--- config.mk ---
export PLATFORM = sky130hd
export DESIGN_NAME = fib_sar_ctrl
export DESIGN_NICKNAME = d
export VERILOG_FILES = /design/src/rtl/fsar_pkg.sv /design/src/rtl/fsar_weight_table.sv /design/src/rtl/fsar_step_ctrl.sv /design/src/rtl/fsar_ref_path.sv /design/src/rtl/fib_sar_ctrl.sv
export SDC_FILE = /design/constraint.sdc
export NUM_CORES = 1
export LEC_CHECK = 0
export BUFFER_PORTS_ARGS = -buffer_cell sky130_fd_sc_hd__buf_2
export CAP_MARGIN = 20
export CORE_UTILIZATION = 35
export CTS_CLUSTER_SIZE = 12
export DETAILED_ROUTE_END_ITERATION = 6
export GPL_ROUTABILITY_DRIVEN = 1
export GPL_TIMING_DRIVEN = 0
export PLACE_DENSITY_LB_ADDON = 0.3
export SKIP_LAST_GASP = 1
export SLEW_MARGIN = 20
export SYNTH_ARGS = -nofsm -noshare
export SYNTH_HDL_FRONTEND = slang
export SYNTH_HIERARCHICAL = 1
export SYNTH_SLANG_ARGS = --single-unit
--- constraint.sdc ---
create_clock -name clk -period 3.9 [get_ports clk]
set_input_delay 0.78 -clock clk [delete_from_list [all_inputs] [get_ports clk]]
set_output_delay 0.78 -clock clk [all_outputs]
set_load 0.005 [all_outputs]
--- src/rtl/fsar_pkg.sv ---
package fsar_pkg;

    typedef enum logic [1:0] {
        ST_IDLE = 2'd0,
        ST_CONV = 2'd1,
        ST_DONE = 2'd2
    } fsar_state_e;

    // n-th Fibonacci number, F(0)=0, F(1)=1
    function automatic int fib(input int n);
        int a;
        int b;
        int t;
        a = 0;
        b = 1;
        for (int i = 0; i < n; i++) begin
            t = a + b;
            a = b;
            b = t;
        end
        return a;
    endfunction

    // Reset content of table entry idx (entry idx holds weight p(idx+1))
    function automatic int default_weight(input int idx, input int res_bits,
                                          input int steps);
        if (idx == 0)
            return 1 << (res_bits - 1);
        else if (idx < steps)
            return fib(steps - idx);
        else
            return 0;
    endfunction

endpackage

--- src/rtl/fsar_weight_table.sv ---
module fsar_weight_table #(
    parameter int RES_BITS  = 5,
    parameter int MAX_STEPS = 8,
    parameter int DEF_STEPS = 7,
    localparam int AW       = $clog2(MAX_STEPS)
) (
    input  logic                clk,
    input  logic                rst_n,
    input  logic                wr_en,
    input  logic [AW-1:0]       wr_addr,
    input  logic [RES_BITS-1:0] wr_data,
    input  logic [AW-1:0]       rd_addr,
    output logic [RES_BITS-1:0] rd_data,
    output logic [RES_BITS-1:0] first_w
);

    logic [RES_BITS-1:0] w_q [MAX_STEPS];

    for (genvar g = 0; g < MAX_STEPS; g++) begin : g_slot
        localparam logic [RES_BITS-1:0] RST_W =
            RES_BITS'(fsar_pkg::default_weight(g, RES_BITS, DEF_STEPS));

        always_ff @(posedge clk or negedge rst_n) begin
            if (!rst_n)
                w_q[g] <= RST_W;
            else if (wr_en && (wr_addr == AW'(g)))
                w_q[g] <= wr_data;
        end
    end

    assign rd_data = w_q[rd_addr];
    assign first_w = w_q[0];

endmodule

--- src/rtl/fsar_step_ctrl.sv ---
module fsar_step_ctrl #(
    parameter int MAX_STEPS = 8,
    parameter int DEF_STEPS = 7,
    localparam int AW       = $clog2(MAX_STEPS),
    localparam int SW       = $clog2(MAX_STEPS + 1)
) (
    input  logic          clk,
    input  logic          rst_n,
    input  logic          start,
    input  logic          cmp_valid,
    input  logic          steps_we,
    input  logic [SW-1:0] steps_val,
    output logic          idle,
    output logic          busy,
    output logic          done,
    output logic          load_first,
    output logic          advance,
    output logic          finish,
    output logic [AW-1:0] next_addr,
    output logic [SW-1:0] step_limit
);
    import fsar_pkg::*;

    fsar_state_e   state_q, state_d;
    logic [AW-1:0] step_q;      // zero-based index of the step being compared
    logic [SW-1:0] limit_q;
    logic          last_step;
    logic          steps_ok;

    // state register
    always_ff @(posedge clk or negedge rst_n) begin
        if (!rst_n)
            state_q <= ST_IDLE;
        else
            state_q <= state_d;
    end

    assign last_step = ((SW'(step_q) + SW'(1)) == limit_q);

    // next state
    always_comb begin
        state_d = state_q;
        unique case (state_q)
            ST_IDLE: if (start) state_d = ST_CONV;
            ST_CONV: if (cmp_valid && last_step) state_d = ST_DONE;
            ST_DONE: state_d = ST_IDLE;
            default: state_d = ST_IDLE;
        endcase
    end

    // outputs
    always_comb begin
        idle       = 1'b0;
        busy       = 1'b0;
        done       = 1'b0;
        load_first = 1'b0;
        advance    = 1'b0;
        finish     = 1'b0;
        unique case (state_q)
            ST_IDLE: begin
                idle       = 1'b1;
                load_first = start;
            end
            ST_CONV: begin
                busy    = 1'b1;
                advance = cmp_valid && !last_step;
                finish  = cmp_valid && last_step;
            end
            ST_DONE: done = 1'b1;
            default: idle = 1'b0;
        endcase
    end

    // step counter
    always_ff @(posedge clk or negedge rst_n) begin
        if (!rst_n)
            step_q <= '0;
        else if (load_first)
            step_q <= '0;
        else if (advance)
            step_q <= step_q + AW'(1);
    end

    assign steps_ok = (steps_val != '0) && (steps_val <= SW'(MAX_STEPS));

    // programmed step count, writable in idle only
    always_ff @(posedge clk or negedge rst_n) begin
        if (!rst_n)
            limit_q <= SW'(DEF_STEPS);
        else if (idle && steps_we && steps_ok)
            limit_q <= steps_val;
    end

    assign next_addr  = step_q + AW'(1);
    assign step_limit = limit_q;

endmodule

--- src/rtl/fsar_ref_path.sv ---
module fsar_ref_path #(
    parameter int RES_BITS = 5,
    localparam int REF_W   = RES_BITS + 2
) (
    input  logic                clk,
    input  logic                rst_n,
    input  logic                load_first,
    input  logic                advance,
    input  logic                finish,
    input  logic                cmp_above,
    input  logic [RES_BITS-1:0] first_w,
    input  logic [RES_BITS-1:0] next_w,
    output logic [REF_W-1:0]    ref_code,
    output logic [RES_BITS-1:0] result
);

    localparam logic [REF_W-1:0] TOP_LVL = REF_W'((1 << RES_BITS) - 1);

    logic signed [REF_W-1:0] ref_q;
    logic signed [REF_W-1:0] step_w;
    logic signed [REF_W-1:0] final_lvl;
    logic [RES_BITS-1:0]     clamped;
    logic [RES_BITS-1:0]     result_q;

    assign step_w = $signed({2'b00, next_w});

    always_ff @(posedge clk or negedge rst_n) begin
        if (!rst_n)
            ref_q <= '0;
        else if (load_first)
            ref_q <= $signed({2'b00, first_w});
        else if (advance)
            ref_q <= cmp_above ? (ref_q + step_w) : (ref_q - step_w);
    end

    // last half-step correction: keep the level when above, drop one when below
    assign final_lvl = cmp_above ? ref_q : (ref_q - REF_W'(1));

    always_comb begin
        if (final_lvl[REF_W-1])
            clamped = '0;
        else if (final_lvl > TOP_LVL)
            clamped = TOP_LVL[RES_BITS-1:0];
        else
            clamped = final_lvl[RES_BITS-1:0];
    end

    always_ff @(posedge clk or negedge rst_n) begin
        if (!rst_n)
            result_q <= '0;
        else if (finish)
            result_q <= clamped;
    end

    assign ref_code = ref_q;
    assign result   = result_q;

endmodule

--- src/rtl/fib_sar_ctrl.sv ---
module fib_sar_ctrl #(
    parameter int RES_BITS  = 5,
    parameter int MAX_STEPS = 8,
    parameter int DEF_STEPS = 7,
    localparam int REF_W    = RES_BITS + 2,
    localparam int AW       = $clog2(MAX_STEPS),
    localparam int SW       = $clog2(MAX_STEPS + 1)
) (
    input  logic                clk,
    input  logic                rst_n,
    input  logic                start,
    input  logic                cmp_valid,
    input  logic                cmp_above,
    output logic [REF_W-1:0]    dac_code,
    input  logic                wt_we,
    input  logic [AW-1:0]       wt_addr,
    input  logic [RES_BITS-1:0] wt_data,
    input  logic                steps_we,
    input  logic [SW-1:0]       steps_val,
    output logic                done,
    output logic [RES_BITS-1:0] result
);

    logic                idle;
    logic                busy;
    logic                load_first;
    logic                advance;
    logic                finish;
    logic [AW-1:0]       next_addr;
    logic [SW-1:0]       step_limit;
    logic [RES_BITS-1:0] first_w;
    logic [RES_BITS-1:0] next_w;

    fsar_step_ctrl #(
        .MAX_STEPS (MAX_STEPS),
        .DEF_STEPS (DEF_STEPS)
    ) u_ctrl (
        .clk        (clk),
        .rst_n      (rst_n),
        .start      (start),
        .cmp_valid  (cmp_valid),
        .steps_we   (steps_we),
        .steps_val  (steps_val),
        .idle       (idle),
        .busy       (busy),
        .done       (done),
        .load_first (load_first),
        .advance    (advance),
        .finish     (finish),
        .next_addr  (next_addr),
        .step_limit (step_limit)
    );

    fsar_weight_table #(
        .RES_BITS  (RES_BITS),
        .MAX_STEPS (MAX_STEPS),
        .DEF_STEPS (DEF_STEPS)
    ) u_table (
        .clk     (clk),
        .rst_n   (rst_n),
        .wr_en   (wt_we && idle),
        .wr_addr (wt_addr),
        .wr_data (wt_data),
        .rd_addr (next_addr),
        .rd_data (next_w),
        .first_w (first_w)
    );

    fsar_ref_path #(
        .RES_BITS (RES_BITS)
    ) u_ref (
        .clk        (clk),
        .rst_n      (rst_n),
        .load_first (load_first),
        .advance    (advance),
        .finish     (finish),
        .cmp_above  (cmp_above),
        .first_w    (first_w),
        .next_w     (next_w),
        .ref_code   (dac_code),
        .result     (result)
    );

endmodule

After elaboration in Yosys (flattened, before gate mapping)
Index checks and enable logic that the tools add are counted.
{"block": "classes", "n_lt_le_gt_ge": 3, "eq_ne": 12, "bitwise_logic": 1, "reduce_logical": 20, "addsub": 5, "muxes": 19}
{"cell": "2-to-1 mux 7 bit", "count": 4}
{"cell": "2-to-1 mux 5 bit", "count": 4}
{"cell": "binary-select mux 5 bit (select 3 bit)", "count": 1}
{"cell": "logical AND 1 bit", "count": 14}
{"cell": "equality test 3 bit (second input constant)", "count": 4}
{"cell": "adder 7 x 6 -> 7 bit", "count": 1}
{"cell": "greater-than comparator 7 x 5 -> 1 bit (second input constant)", "count": 1}
{"cell": "subtractor 7 x 2 -> 7 bit (second input constant)", "count": 1}
{"cell": "subtractor 7 x 6 -> 7 bit", "count": 1}
{"cell": "equality test 3 x 2 -> 1 bit (second input constant)", "count": 2}
{"cell": "2-to-1 mux 3 bit", "count": 2}
{"cell": "2-to-1 mux 1 bit", "count": 5}
{"cell": "adder 3 x 1 -> 4 bit (second input constant)", "count": 1}
{"cell": "equality test 4 bit", "count": 1}
{"cell": "greater-or-equal comparator 4 bit (second input constant)", "count": 1}
{"cell": "<= comparator 4 bit (second input constant)", "count": 1}
{"cell": "2-to-1 mux 2 bit", "count": 2}
{"cell": "NOT 3 -> 4 bit", "count": 1}
{"cell": "one-hot mux 2 bit (2 select lines)", "count": 1}
{"cell": "nonzero test 4 bit", "count": 1}
{"cell": "adder 3 x 1 -> 3 bit (second input constant)", "count": 1}
{"cell": "equality test 3 x 1 -> 1 bit (second input constant)", "count": 1}
{"cell": "logical NOT 3 bit", "count": 1}
{"cell": "equality test 2 x 1 -> 1 bit (second input constant)", "count": 1}
{"cell": "7 further kinds", "count": 7}
{"block": "word_totals", "input_bits": 19, "ff_bits": 61, "output_inout_bits": 13}

Longest topological paths before layout
{"block": "logic_depth", "ltp_word": 9, "mapped_depth": 15, "mapped_depth_nobuf": 14}

Modules after synthesis
The synthesis kept the hierarchy.
{"mod": "fsar_weight_table", "seq_area_each_um2": 1012.2, "n_inst": 1, "area_per_inst_um2": 1933.1, "cells_per_inst": 111}
{"mod": "fsar_ref_path", "seq_area_each_um2": 300.3, "n_inst": 1, "area_per_inst_um2": 1102.3, "cells_per_inst": 129}
{"mod": "fsar_step_ctrl", "seq_area_each_um2": 229.0, "n_inst": 1, "area_per_inst_um2": 516.7, "cells_per_inst": 45}
{"mod": "fib_sar_ctrl", "seq_area_each_um2": 0.0, "n_inst": 1, "area_per_inst_um2": 6.3, "cells_per_inst": 1}

Worst setup path after synthesis
Ideal clock, no wire load.
{"block": "synth_path", "kind": "register to register", "start": "register u_ctrl.step_q[0]", "end": "register u_ref.ref_q[6], in the netlist u_ref/ref_code[6]", "arrival_time_ns": 3.695, "slack_ns": 0.066, "stages_incl_launch_ff": 15, "t_required_ns": 3.761, "n_path_buf": 1, "setup_ns": 0.139, "path_cell_list": "dfrtp_1 -> ha_1 -> or2b_1 -> nand2_1 -> clkbuf_1 -> mux4_1 -> mux2_2 -> inv_1 -> ha_1 -> mux2_2 -> fa_1 -> a21oi_1 -> o211ai_1 -> a21boi_0 -> or4_1"}
{"block": "synth_via", "elab_chain_cells": 9, "elab_cells_between_ends": 16, "cone_classes": "add/sub (4); eq/ne (1); mux (7); bitwise (1); reduce/logical (3)"}
{"item": "start: declaration", "line": "fsar_step_ctrl.sv:25", "rtl": "logic [AW-1:0] step_q;"}
{"item": "start signal: assignment", "line": "fsar_step_ctrl.sv:81", "rtl": "step_q <= step_q + AW'(1);"}
{"item": "adder 3 x 1 -> 3 bit *", "line": "fsar_step_ctrl.sv:94", "rtl": "assign next_addr = step_q + AW'(1);"}
{"item": "via next_addr[2]", "line": "fib_sar_ctrl.sv:29", "rtl": "logic [AW-1:0] next_addr;"}
{"item": "NOT 3 -> 4 bit (not written as such) *", "line": "fsar_weight_table.sv:31", "rtl": "assign rd_data = w_q[rd_addr];"}
{"item": "binary-select mux 5 bit (select 3 bit) *", "line": "fsar_weight_table.sv:31"}
{"item": "2-to-1 mux 5 bit (not written as such) * (2 in series)", "line": "fsar_weight_table.sv:31"}
{"item": "via next_w[0]", "line": "fib_sar_ctrl.sv:32", "rtl": "logic [RES_BITS-1:0] next_w;"}
{"item": "subtractor 7 x 6 -> 7 bit or adder 7 x 6 -> 7 bit (tied branches)", "line": "fsar_ref_path.sv:33", "rtl": "ref_q <= cmp_above ? (ref_q + step_w) : (ref_q - step_w);"}
{"item": "2-to-1 mux 7 bit *", "line": "fsar_ref_path.sv:33"}
{"item": "2-to-1 mux 7 bit *", "line": "fsar_ref_path.sv:32", "rtl": "else if (advance)"}
{"item": "2-to-1 mux 7 bit *", "line": "fsar_ref_path.sv:30", "rtl": "else if (load_first)"}
{"item": "end signal: assignment", "line": "fsar_ref_path.sv:31", "rtl": "ref_q <= $signed({2'b00, first_w});"}
{"item": "end signal: assignment", "line": "fsar_ref_path.sv:33"}
{"item": "end: declaration", "line": "fsar_ref_path.sv:19", "rtl": "logic signed [REF_W-1:0] ref_q;"}
Mark *: on every way through the listed nets, which the timed path passes. The rest lies on a longest branch. The select of a mux whose other input is x is not followed.
A chain may end at the register's enable or synchronous reset.

Worst setup path after layout
Same ends and word-level chain as after synthesis.

==> flow_summary.toml <==
[run_status]
status = "completed"

[worst_setup_path]
crit_type = "flip-flop to flip-flop"
r2r_start = "u_ctrl/step_q[0]$_DFFE_PN0P_"
cp_num_cells = 14
critPathMaxFanout = 8
crit_top_cell = "ha_1"
worst_setup_path_end_kind = "flip-flop"
worstPathRequired_ps = 4130
rrSetupSlack_ps = 150
critPathBufInv = 1
rr_worst_depth = 14
r2r_end = "u_ref/ref_code[6]$_DFFE_PN0P_"
cp-startpoint = "u_ctrl/step_q[0]$_DFFE_PN0P_"
critPathSlowestCell = "or4_1"
cpLargestDelayFamily = "simple AND/OR/NAND/NOR gates"
cp_cell_sequence = "ha_1 -> or2b_1 -> nand2_4 -> buf_4 -> mux4_1 -> mux2_4 -> nor3_1 -> nor2_1 -> xor2_1 -> ha_1 -> nand3_1 -> o211ai_1 -> and4b_1 -> or4_1"
worstSetupEndpoint = "u_ref/ref_code[6]$_DFFE_PN0P_"
slowest_delay_ps = 490
start_kind = "flip-flop"
cp.arrival_ps = 3980

[layout]
antenna_cells = 0
fin_nets = 367
final_cell_mix = "mux2_2 (48), dfrtp_1 (48), buf_2 (31)"
fillers = 986
syn_to_final_growth_pct = 18.5
final-instance-count-excl-fill = 476
post-route-cell-area_mm2 = 0.00422
drive_above_1_share_pct = 42.9

[floorplanning]
die_w_um = 103
core-area_mm2 = 0.00982
initial_core_util_pct = 36.2
io_pins = 32
num_rows = 36
die_height_um = 103
die_area_mm2 = 0.0106

[job]
cap_violations = 0

[drt]
drcViolationCount = 0
drt-pass1-iter-count = 4
drt-vias-per-instance = 5.19
drtIter0Drc = 78
avgRoutedWirePerCell_um = 15.8
antenna_left = 0
drt_wl_total_um = 7540
num_vias = 2469

[yosys]
synth_top_area_cell = "dfrtp_1"
synth_area_mm2 = 0.00356
ys_seq_area_share_pct = 43.3
async_reset_ff_share_pct = 100
ys_ff_latch = 61
avgSynthCellArea_um2 = 12.4
synth_cell_types = 58
ys_warn_count = 6
synthFlopType = "dfrtp_1"
synth_nets = 315
netlist_top_cells_area = "dfrtp_1 (34%), mux2_2 (16%), dfstp_2 (8.9%)"
syn_inst = 286
synth_top_area_share_pct = 34.5
synth_edf_count = 0

[clock_network]
cts-root-buf = "clkbuf_8"
numCtsBuffers = 9
clk_pin_slew_ps = 90
cts_buffer_depth = 2
cts_tree = "built"
clock-sinks = 61
clock_latency_ps = 350
ctsHoldBuffers = 0
htreeDepth = 3

[place]
dp_hpwl_um = 5290
place_ws_ps = -534
io_buffers = 31
gp_congestion = 0.710
placed_area_mm2 = 0.00391
placed_cells = 451

[sta]
setup_ws_ps = 150
fin_crit_sh_pct = 96.2
setup_viol = 0
max_freq_mhz = 267
setup_tns_ps = 0
finalClockSkew_ps = 13.4
drv_slew = 0
worst_pin_slew_ps = 520
slew_headroom_pct = 65.3
fin_crit_ps = 3750
hold_viol_final = 0
whs_ps = 268

[global_routing]
antenna_found_initial = 0
grt_pass1_wl_um = 12400
grt_max_degree = 52
overflow = 0
globalRouteTotalUtil_pct = 15.8
grt_pass1_vias = 2472

[min_path]
holdCritPathClass = "primary input to async pin"

[power_and_ir_drop]
power.leakage_nw = 1.83
powerDensity_mw_per_mm2 = 1010
ir_worst_vdd_mv = 0.398
[final cells by class]
class                   count  area (um^2)  share of cell area (%)
multi-input cells         197         1920                    45.5
flip-flops and latches     61         1540                    36.6
repair buffers             42          273                    6.47
well taps                 133          166                    3.95
clock buffers               9          124                    2.94
plain buffers              13         81.3                    1.93
clock inverters             7         58.8                    1.39
inverters                  14         52.6                    1.25
[flip-flops by register name (all words and copies together) (netlist names)]
name / count
u_table/w_q: 35
u_ref/ref_code: 7
u_ref/result: 5
u_table/first_w: 5
u_ctrl/step_limit: 4
u_ctrl/step_q: 3
u_ctrl/state_q: 2
[Yosys cell counts (3+ instances only)]
library cell and instances:
nand3_1 3, nand2b_1 5, inv_1 14, dfrtp_1 49
dfstp_2 12, xor2_1 5, mux2_2 50, clkbuf_1 5
nand2_1 11, nor3_1 8, o221ai_1 3, ha_1 9
xnor2_1 8, o211ai_1 4, mux4_1 10, nor4_1 3
nand4b_1 4, nor2_1 9, buf_4 5, nor3b_1 4
a21oi_1 6, and4bb_2 3, o21ai_0 9, nor2b_1 3
[per-layer routing]
layer  routed length, um  vias to the layer above  GRT usage [%]
met3                 268                       10           3.39
li1                    -                     1184              -
met4                  97                        0           5.63
met5                   0                        -              0
met1                3620                     1228           21.3
met2                3550                       47           25.1
[stage by stage]
step / utilization (%) / power, mW
2_1_floorplan: - / 2.92
3_3_place_gp: 39.5 / 3.36
5_1_grt: 42.9 / 4.60
3_5_place_dp: 39.8 / 3.44
6_report: 42.9 / 4.24
4_1_cts: 41.8 / 4.02
[where the power goes]
part	switching, mW	internal (mW)
clock	0.286	0.239
combinational	1.19	1.33
sequential	0.213	0.989
total	1.68	2.56
[timing repair]
| item | in CTS | in global routing |
|---|---|---|
| gates resized for setup | 4 | 10 |
| pin swaps | 0 | 7 |
| buffers inserted | 0 | 10 |
| endpoints found under the setup margin | 3 | 2 |
[how the worst min path moves through the flow]
stage / from / endpoint / slack (ps) / cells past startpoint
final: rst_n / u_ref/ref_code[5]$_DFFE_PN0P_ / 270 / 1
after global routing: rst_n / u_ref/ref_code[5]$_DFFE_PN0P_ / 270 / 1
after CTS: rst_n / u_ref/ref_code[5]$_DFFE_PN0P_ / 270 / 1
after detailed placement: u_table/w_q[24]$_DFFE_PN0P_ / u_table/w_q[24]$_DFFE_PN0P_ / 490 / 1
after global placement: u_table/w_q[11]$_DFFE_PN0P_ / u_table/w_q[11]$_DFFE_PN0P_ / 480 / 1
after floorplan: u_table/w_q[22]$_DFFE_PN0P_ / u_table/w_q[22]$_DFFE_PN0P_ / 470 / 1
[kinds of logic after synthesis]
kind of cell / after synthesis / synth area share [%]
muxes: 62 / 23.8
AOI/OAI and AO/OA: 40 / 8.23
xor gates and xnor gates: 14 / 3.87
buffers and inverters: 28 / 3.76
DFF: 61 / 43.3
adders and majority gates: 10 / 3.73
and+or+nand+nor: 71 / 13.3
[worst reg2reg max path, stage by stage (launching register included)]
cell and delay [ps]:
dfrtp_2 420, ha_1 230, or2b_1 270, nand2_4 140, buf_4 140, mux4_1 300, mux2_4 320, nor3_1 180
nor2_1 80, xor2_1 160, ha_1 310, nand3_1 70, o211ai_1 290, and4b_1 230, or4_1 490
No activity file was read; power rests on OpenSTA's default activity.
